`config.mk`:
```
export PLATFORM = sky130hd
export DESIGN_NAME = pio_edge_top
export DESIGN_NICKNAME = d
export VERILOG_FILES = /design/src/rtl/pio_pkg.sv /design/src/rtl/pio_sync.sv /design/src/rtl/pio_ctrl.sv /design/src/rtl/pio_datapath.sv /design/src/rtl/pio_edge_top.sv
export SDC_FILE = /design/constraint.sdc
export NUM_CORES = 1
export LEC_CHECK = 0
export BUFFER_PORTS_ARGS = -buffer_cell sky130_fd_sc_hd__clkbuf_2
export CORE_MARGIN = 2
export CORE_UTILIZATION = 34
export CTS_BUF_LIST = sky130_fd_sc_hd__clkbuf_4
export DETAILED_ROUTE_END_ITERATION = 7
export RECOVER_POWER = 100
export SLEW_MARGIN = 25
export SYNTH_ARGS = -nofsm -noshare
export SYNTH_HDL_FRONTEND = slang
export SYNTH_SLANG_ARGS = --single-unit
```
`constraint.sdc`:
```
create_clock -name clk -period 3.11 [get_ports clk]
set_input_delay 0.311 -clock clk [delete_from_list [all_inputs] [get_ports clk]]
set_output_delay 0.311 -clock clk [all_outputs]
set_load 0.02 [all_outputs]
```
`src/rtl/pio_pkg.sv`:
```
package pio_pkg;

  localparam int BUS_W = 32;

  typedef enum logic [1:0] {
    TRIG_RISE  = 2'd0,
    TRIG_FALL  = 2'd1,
    TRIG_BOTH  = 2'd2,
    TRIG_LEVEL = 2'd3
  } trig_e;

  typedef enum logic [1:0] {
    SEL_DATA = 2'd0,
    SEL_DIR  = 2'd1,
    SEL_MASK = 2'd2,
    SEL_CAP  = 2'd3
  } regSel_e;

  typedef struct packed {
    logic    wrData;
    logic    wrDir;
    logic    wrMask;
    logic    clrCap;
    logic    rdEn;
    regSel_e rdSel;
  } strobe_t;

endpackage

```
`src/rtl/pio_sync.sv`:
```
module pio_sync #(
  parameter int WIDTH  = 32,
  parameter int STAGES = 2
) (
  input  logic             clk,
  input  logic             rstN,
  input  logic [WIDTH-1:0] din,
  output logic [WIDTH-1:0] dout
);

  logic [STAGES-1:0][WIDTH-1:0] chain;

  always_ff @(posedge clk or negedge rstN) begin
    if (!rstN) chain <= '0;
    else       chain <= {chain[STAGES-2:0], din};
  end

  assign dout = chain[STAGES-1];

endmodule

```
`src/rtl/pio_ctrl.sv`:
```
module pio_ctrl
  import pio_pkg::*;
(
  input  logic       busSel,
  input  logic       busWr,
  input  logic [1:0] busWordAddr,
  output strobe_t    strb
);

  regSel_e sel;
  logic    wrAcc;

  assign sel   = regSel_e'(busWordAddr);
  assign wrAcc = busSel & busWr;

  always_comb begin
    strb        = '0;
    strb.wrData = wrAcc && (sel == SEL_DATA);
    strb.wrDir  = wrAcc && (sel == SEL_DIR);
    strb.wrMask = wrAcc && (sel == SEL_MASK);
    strb.clrCap = wrAcc && (sel == SEL_CAP);
    strb.rdEn   = busSel && !busWr;
    strb.rdSel  = sel;
  end

endmodule

```
`src/rtl/pio_datapath.sv`:
```
module pio_datapath
  import pio_pkg::*;
#(
  parameter int    PIN_COUNT   = 32,
  parameter trig_e TRIG        = TRIG_BOTH,
  parameter int    SYNC_STAGES = 2
) (
  input  logic                 clk,
  input  logic                 rstN,
  input  strobe_t              strb,
  input  logic [BUS_W-1:0]     wdata,
  input  logic [PIN_COUNT-1:0] pinIn,
  output logic [BUS_W-1:0]     rdata,
  output logic [PIN_COUNT-1:0] pinOut,
  output logic [PIN_COUNT-1:0] pinOe,
  output logic [PIN_COUNT-1:0] capVec,
  output logic [PIN_COUNT-1:0] maskVec,
  output logic                 irq
);

  logic [PIN_COUNT-1:0] outReg, dirReg, maskReg, capReg;
  logic [PIN_COUNT-1:0] pinLvl, dataView, irqSrc, wBits;

  assign wBits = wdata[PIN_COUNT-1:0];

  pio_sync #(.WIDTH(PIN_COUNT), .STAGES(SYNC_STAGES)) uSync (
    .clk  (clk),
    .rstN (rstN),
    .din  (pinIn),
    .dout (pinLvl)
  );

  always_ff @(posedge clk or negedge rstN) begin
    if (!rstN) begin
      outReg  <= '0;
      dirReg  <= '0;
      maskReg <= '0;
    end else begin
      if (strb.wrData) outReg  <= wBits;
      if (strb.wrDir)  dirReg  <= wBits;
      if (strb.wrMask) maskReg <= wBits;
    end
  end

  assign dataView = (outReg & dirReg) | (pinLvl & ~dirReg);

  generate
    if (TRIG == TRIG_LEVEL) begin : gLevel
      assign capReg = '0;
      assign irqSrc = dataView;
    end else begin : gEdge
      logic [PIN_COUNT-1:0] prevLvl, edgeEv, clrBits;

      always_ff @(posedge clk or negedge rstN) begin
        if (!rstN) prevLvl <= '0;
        else       prevLvl <= pinLvl;
      end

      if (TRIG == TRIG_RISE) begin : gRise
        assign edgeEv = pinLvl & ~prevLvl;
      end else if (TRIG == TRIG_FALL) begin : gFall
        assign edgeEv = ~pinLvl & prevLvl;
      end else begin : gAny
        assign edgeEv = pinLvl ^ prevLvl;
      end

      assign clrBits = strb.clrCap ? wBits : '0;

      // a fresh edge overrides a simultaneous clear of the same bit
      always_ff @(posedge clk or negedge rstN) begin
        if (!rstN) capReg <= '0;
        else       capReg <= (capReg & ~clrBits) | edgeEv;
      end

      assign irqSrc = capReg;
    end
  endgenerate

  always_ff @(posedge clk or negedge rstN) begin
    if (!rstN) irq <= 1'b0;
    else       irq <= |(irqSrc & maskReg);
  end

  always_comb begin
    rdata = '0;
    if (strb.rdEn) begin
      unique case (strb.rdSel)
        SEL_DATA: rdata = BUS_W'(dataView);
        SEL_DIR:  rdata = BUS_W'(dirReg);
        SEL_MASK: rdata = BUS_W'(maskReg);
        SEL_CAP:  rdata = BUS_W'(capReg);
        default:  rdata = '0;
      endcase
    end
  end

  assign pinOut  = outReg;
  assign pinOe   = dirReg;
  assign capVec  = capReg;
  assign maskVec = maskReg;

endmodule

```
`src/rtl/pio_edge_top.sv`:
```
module pio_edge_top
  import pio_pkg::*;
#(
  parameter int    PIN_COUNT = 32,
  parameter trig_e TRIG      = TRIG_BOTH
) (
  input  logic                 clk,
  input  logic                 rstN,
  input  logic                 busSel,
  input  logic                 busWr,
  input  logic [1:0]           busWordAddr,
  input  logic [BUS_W-1:0]     busWdata,
  output logic [BUS_W-1:0]     busRdata,
  input  logic [PIN_COUNT-1:0] pinIn,
  output logic [PIN_COUNT-1:0] pinOut,
  output logic [PIN_COUNT-1:0] pinOe,
  output logic                 irq
);

  strobe_t              strb;
  logic [PIN_COUNT-1:0] capVec, maskVec;

  pio_ctrl uCtrl (
    .busSel      (busSel),
    .busWr       (busWr),
    .busWordAddr (busWordAddr),
    .strb        (strb)
  );

  pio_datapath #(.PIN_COUNT(PIN_COUNT), .TRIG(TRIG)) uDp (
    .clk     (clk),
    .rstN    (rstN),
    .strb    (strb),
    .wdata   (busWdata),
    .pinIn   (pinIn),
    .rdata   (busRdata),
    .pinOut  (pinOut),
    .pinOe   (pinOe),
    .capVec  (capVec),
    .maskVec (maskVec),
    .irq     (irq)
  );

endmodule

```
==> impl_metrics.json, run 1 <==
{
  "outcome": "complete, but fails checks",
  "failed_checks": "max-capacitance violations, max-slew violations",
  "ir_drop_mv": 0.318,
  "slowest_stage": "nand4b_2",
  "num_vias": 6005,
  "cts_inserted_buffers": 59,
  "cp-end-kind": "register",
  "fin_crit_ps": 2530,
  "syn_avg_cell_area_um2": 15.0,
  "grt_pass1_wl_mm": 36.7,
  "power_mw": 7.55,
  "fill_cells": 2525,
  "crit_family": "simple AND/OR/NAND/NOR gates",
  "drive_gt1_frac": 0.267,
  "wl_per_cell_um": 18.5,
  "grt_util_met1": 0.232,
  "final-seq-area_um2": 5630,
  "worst-endpoint-arrival_ps": 3060,
  "holdCritPathClass": "input port to register",
  "synthesis.area_um2": 9040,
  "finClkSkew_ps": 42.6,
  "slowest_delay_ps": 1130,
  "startpoint_type": "input port",
  "cts-resized-gates": 0,
  "clkTransAtPathRegs_ps": 60,
  "start_util": 0.347,
  "syn_nets": 674,
  "ys_seq_area_frac": 0.623,
  "cts_tree": "built",
  "final_nets": 950,
  "postLayoutCellArea_um2": 11400,
  "grt_max_degree": 97,
  "grt-ovfl-total": 0,
  "clk_latency_ps": 670,
  "dp_hpwl_mm": 15.0,
  "crit_chain": "buf_2 > buf_4 > nand4b_2 > mux2_2",
  "p_leak_nw": 4.97,
  "place_area_um2": 10300,
  "fin_util": 0.439,
  "core_um2": 26100,
  "ys_seq_elements": 225,
  "die_h_um": 167,
  "syn_to_final_growth_pct": 26.4,
  "num_rows": 59,
  "gp_congestion": 0.750,
  "routed_via_density": 4.76,
  "maxCapViolations": 1,
  "path_class": "input port to register",
  "first_iter_violations": 215,
  "ys_types": 24,
  "top_usage_layer": "met2",
  "die-area_um2": 27900,
  "grtUsageMet2": 0.265,
  "netlist_instances": 604,
  "worst_pin_slew_ps": 2420,
  "clockBufferDepth": 3,
  "drv_slew": 96,
  "cts.sinks": 225,
  "antenna_found_initial": 1,
  "fin_setup_tns_ps": 0,
  "p_per_area_nw_per_um2": 661,
  "final-hold-violation-count": 0,
  "fmax_ghz": 0.394,
  "whs_ps": 272,
  "route.detailed.drc": 0,
  "drtPass1Iterations": 4,
  "required_ps": 3630,
  "cp.buffers_inverters": 2,
  "port_buffers": 166,
  "grt_pass1_vias": 6353,
  "wl_mm": 23.3,
  "die_w_um": 167,
  "synth_warnings": 0,
  "post-route-period-util": 0.815,
  "cts_root_buffer": "clkbuf_4",
  "use_met3": 0.0298,
  "setup_violations": 0,
  "io_pins": 167,
  "grt_usage": 0.167,
  "crit_fanout": 32,
  "ant_nets": 0,
  "multi_input_area_um2": 3110,
  "grt_setup_unrepaired": "no",
  "cts_htree_levels": 2,
  "max-slew-margin-rel": -0.614
}
## through the flow
stage / instances / setup slack [ps]
after global placement: 1089 / 480
after detailed placement: 1089 / 459
after CTS: 1259 / 676
after floorplan: 604 / 1350
final: 1261 / 575
after global routing: 1261 / 304
## worst reg2reg max path: stages, from the launching register on
cell     delay [ps]
dfrtp_1         420
a22oi_1         260
nand4_1         180
or4_1           510
## cell usage after synthesis (all sizes together)
cell,instances,share of area
nor2,1,0.0012
or4,1,0.00083
xor2,32,0.031
mux2,96,0.13
nand4b,2,0.0033
and4,1,0.00097
nand2b,2,0.0014
dfrtp,225,0.62
and3,1,0.00069
a22oi,16,0.013
a221oi,1,0.00097
o21bai,1,0.00083
mux2i,64,0.071
nand2,32,0.013
o2bb2ai,31,0.030
nand4,4,0.0028
a21o,32,0.027
clkbuf,9,0.0037
a211oi,31,0.026
buf,22,0.018
## kinds of logic after synthesis
group                     after synthesis  synth area share
xor gates and xnor gates               32            0.0310
AOI/OAI and AO/OA                     112            0.0974
buffers and inverters                  31            0.0217
and+or+nand+nor                        44            0.0245
muxes                                 160             0.203
DFF                                   225             0.623
## metal layers
metal  share of wire  up-vias
li1                -     2811
met4           0.016        0
met1            0.47     3012
met3           0.041       33
met2            0.47      149
met5               0        -
## layout by cell type, fill, tap and decap left out
cell type	synthesis	final
diode_2	0	2
clkinv_1	0	12
mux2_1	0	25
buf_2	13	1
dfrtp_1	225	225
nand4b_2	2	1
and4_1	1	1
or4_1	1	1
nor2_1	0	1
bufinv_16	0	2
buf_4	4	9
o2bb2ai_1	31	31
xor2_1	32	32
nand2_1	32	32
mux2i_1	64	64
mux2_2	66	66
clkbuf_1	9	101
o21bai_1	1	1
a22oi_1	16	16
mux2_4	30	5
clkbuf_4	0	87
clkinvlp_4	0	1
buf_12	0	2
clkbuf_2	0	68
nand4_1	4	4
nand2b_2	0	2
clkinv_2	0	3
dlygate4sd3_1	0	65
a221oi_1	1	1
a21o_1	32	32
nand4b_1	0	1
and3_1	1	1
a211oi_1	31	31
## cell type report
type	instances	area share
timing repair buffer	246	0.130
sequential	225	0.493
clock buffer	87	0.0571
tap	335	0.0367
clock inverter	18	0.0112
antenna	2	0.000438
multi-input combinational	348	0.272
## what timing repair did
item | CTS | global route
hold endpoints to repair | 251 | 0
setup endpoints to repair | 0 | 0
setup buffers | 0 | 0
hold buffers | 65 | 0
## flip-flops by register name (all words and copies together) (netlist names)
register,count
uDp.maskVec,32
uDp.pinOe,32
uDp.irq,1
uDp.gEdge.prevLvl,32
uDp.capVec,32
uDp.pinOut,32
uDp.uSync.dout,32
uDp.uSync.chain,32
## path summary, 6_finish.rpt
| path | from | endpoint | slack [ps] | cells past startpoint |
|---|---|---|---|---|
| max in group asynchronous | rstN | uDp.maskVec[7]$_DFFE_PN0P_ | 700 | 3 |
| worst max-delay path | busWordAddr[0] | uDp.pinOe[4]$_DFFE_PN0P_ | 580 | 4 |
| worst max register to register | uDp.capVec[16]$_DFF_PN0_ | uDp.irq$_DFF_PN0_ | 1600 | 3 |
| worst min-delay path | pinIn[11] | uDp.uSync.chain[11]$_DFF_PN0_ | 270 | 2 |
| min in group asynchronous | rstN | uDp.capVec[0]$_DFF_PN0_ | 920 | 2 |
| worst min register to register | uDp.uSync.chain[28]$_DFF_PN0_ | uDp.uSync.dout[28]$_DFF_PN0_ | 330 | 0 |
## report_power, final
part | total (mW) | switching (mW) | internal, mW
Sequential | 3.60 | 0.322 | 3.28
Clock | 2.65 | 1.20 | 1.44
Combinational | 1.31 | 0.737 | 0.569
Power figures use the tool's default switching activity.
==> run 2, diff against run 1 <==
Settings changed: ABC_AREA set to 1.
Clock period 3.11 ns to 2.2 ns, I/O delays scaled along.
==> run 2 against run 1 <==
Area after synthesis increased by 3.8%. First-iteration DRC count increased by 150%. Cell count increased by 32%. Clock power increased by 37%. Critical endpoint is now busRdata[20]. Power increased by 37%. Clock skew decreased by 31 ps. Sequential power increased by 38%. Wire length increased by 11%. The flow still finishes with violations (max-capacitance violations, max-slew violations).
==> impl_metrics.json, run 2 <==
{
  "core_um2": 27000,
  "path_class": "register to primary output",
  "ys_seq_elements": 225,
  "crit_path_frequent_cell": "o21ai_0",
  "post-cts-setup-buffer-count": 0,
  "syn_nets": 1075,
  "p_sw_frac": 0.311,
  "crit_chain": "o21ai_0 > o21ai_0 > nor2_1 > clkbuf_1",
  "worst-endpoint-arrival_ps": 1810,
  "fin_setup_tns_ps": 0,
  "synthesis.area_um2": 9390,
  "fmax_ghz": 0.492,
  "antenna_found_initial": 2,
  "synth_warnings": 0,
  "drive_gt1_frac": 0.160,
  "cts.sinks": 225,
  "worst_pin_slew_ps": 1590,
  "cts_root_buffer": "clkbuf_4",
  "grt-ovfl-total": 0,
  "grtUsageMet2": 0.304,
  "holdCritPathClass": "input port to register",
  "cts_tree": "built",
  "cp.buffers_inverters": 1,
  "first_iter_violations": 528,
  "required_ps": 1980,
  "cts_htree_levels": 2,
  "routed_via_density": 4.65,
  "async_reset_ff_frac": 1.00,
  "yosys.cell_count.top_type": "nand2_1",
  "clkTransAtPathRegs_ps": 70,
  "dp_hpwl_mm": 16.9,
  "p_per_area_nw_per_um2": 881,
  "finClkSkew_ps": 11.7,
  "final_nets": 1347,
  "slowest_stage": "dfrtp_1",
  "grt_setup_unrepaired": "no",
  "grt_pass1_vias": 7903,
  "failed_checks": "max-capacitance violations, max-slew violations",
  "gp_congestion": 0.766,
  "postLayoutCellArea_um2": 11700,
  "drv_slew": 57,
  "p_seq_frac": 0.480,
  "grt_usage": 0.184,
  "clk_latency_ps": 660,
  "synth_edf_count": 0,
  "die_w_um": 170,
  "yosysTopAreaCell": "dfrtp_1",
  "grt_pass1_wl_mm": 41.7,
  "wl_per_cell_um": 15.5,
  "place_area_um2": 10600,
  "drtPass1Iterations": 5,
  "route.detailed.drc": 0,
  "grt_max_degree": 65,
  "p_int_mw": 7.13,
  "cp-end-kind": "primary output",
  "pwr-share-clk": 0.349,
  "post-route-period-util": 0.924,
  "grt_util_met1": 0.243,
  "crit_fanout": 5,
  "syn_to_final_growth_pct": 25.0,
  "p_comb_frac": 0.171,
  "startpoint_type": "register",
  "crit_family": "flip-flops",
  "yosys_most_used_dff": "dfrtp_1",
  "synthTopCellsByCount": "284 x nand2_1, 225 x dfrtp_1, 104 x o21ai_0, 82 x inv_1, 73 x nor2_1",
  "ir_drop_mv": 0.465,
  "ys_seq_area_frac": 0.600,
  "clockBufferDepth": 3,
  "start_util": 0.347,
  "final-hold-violation-count": 0,
  "power.switching_mw": 3.22,
  "die_h_um": 170,
  "whs_ps": 189,
  "fin_crit_ps": 2030,
  "netlist_instances": 1005,
  "synth_area_leaders": "dfrtp_1 60%, nand2_1 11%, o21ai_0 5.5%, inv_1 3.3%, o21ai_2 3.0%",
  "slowest_delay_ps": 420,
  "synth_top_cell_area_share": 0.600,
  "io_pins": 167,
  "use_met3": 0.0370,
  "die-area_um2": 29000,
  "syn_avg_cell_area_um2": 9.34,
  "p_leak_nw": 5.55,
  "cts_inserted_buffers": 60,
  "max-slew-margin-rel": -0.0621,
  "port_buffers": 166,
  "num_vias": 7738,
  "maxCapViolations": 1,
  "outcome": "complete, but fails checks",
  "ys_types": 21,
  "final_common_cell": "nand2_1",
  "setup_violations": 0,
  "top_usage_layer": "met2",
  "final_cell_mix": "285 x nand2_1, 225 x dfrtp_1, 161 x o21ai_0, 95 x clkbuf_4, 91 x clkbuf_1",
  "num_rows": 60,
  "ant_nets": 0,
  "wl_mm": 25.8
}
-- run 2: cell count changes after synthesis, moves of 31 or more --
cell,change
xor2_1,-32
xnor2_1,+32
nand2_1,+252
a211oi_1,-31
inv_1,+82
nor2_1,+73
mux2_2,-66
o21ai_2,+32
o21ai_1,+37
mux2i_1,-64
nand3_1,+52
o2bb2ai_1,-31
a21o_1,-32
o21ai_0,+104
-- run 2: logic make-up after synthesis --
| kind of cell | after synthesis | share of synthesized area |
|---|---|---|
| simple gates | 438 | 0.196 |
| flops | 225 | 0.600 |
| compound gates | 182 | 0.110 |
| buf+inv | 128 | 0.0650 |
| xor+xnor | 32 | 0.0298 |
-- run 2: area by class of cell --
cell class / count / area, um^2
well taps: 341 / 427
inverters: 86 / 333
clock inverters: 10 / 45.0
flip-flops and latches: 225 / 5630
fillers: 2813 / 15300
repair buffers: 252 / 1560
clock buffers: 95 / 713
diodes: 2 / 5.00
multi-input cells: 652 / 3030
-- run 2: worst paths after layout --
kind,endpoint,cells after the start,slack (ps),startpoint
hold / removal,uDp.uSync.chain[25]$_DFF_PN0_,2,190,pinIn[25]
setup reg to reg,uDp.irq$_DFF_PN0_,6,1070,uDp.maskVec[16]$_DFFE_PN0P_
hold reg to reg,uDp.uSync.dout[31]$_DFF_PN0_,0,350,uDp.uSync.chain[31]$_DFF_PN0_
max in group asynchronous,uDp.maskVec[2]$_DFFE_PN0P_,3,600,rstN
min in group asynchronous,uDp.gEdge.prevLvl[5]$_DFF_PN0_,2,490,rstN
setup / recovery,busRdata[20],4,170,uDp.pinOe[20]$_DFFE_PN0P_
-- run 2: power by group through the flow --
stage                     sequential, mW  combinational [mW]  clock [mW]
final                               4.97                1.77        3.62
after global routing                5.03                2.00        4.01
after CTS                           4.97                1.93        3.76
after detailed placement            5.04                1.83           0
after global placement              5.03                1.80           0
after floorplan                     5.21               0.901           0
-- run 2: stage by stage --
step                      std cells  power (mW)  setup slack, ps   util
after global placement         1491        6.83              300  0.393
after global routing           1663        11.1             31.1  0.434
after floorplan                1005        6.11              814      -
after CTS                      1661        10.7             83.7  0.445
after detailed placement       1491        6.87              286  0.393
final                          1663        10.3              167  0.434
-- run 2: per-layer routing --
layer,share of wire,vias up
li1,-,3782
met1,0.45,3671
met2,0.48,240
met3,0.052,45
met4,0.020,0
met5,0,-
-- run 2: repair_timing --
action / CTS / global route
endpoints found under the setup margin: 0 / 2
hold buffers: 65 / 0
endpoints found under the hold margin: 385 / 0
gates resized for setup: 0 / 2
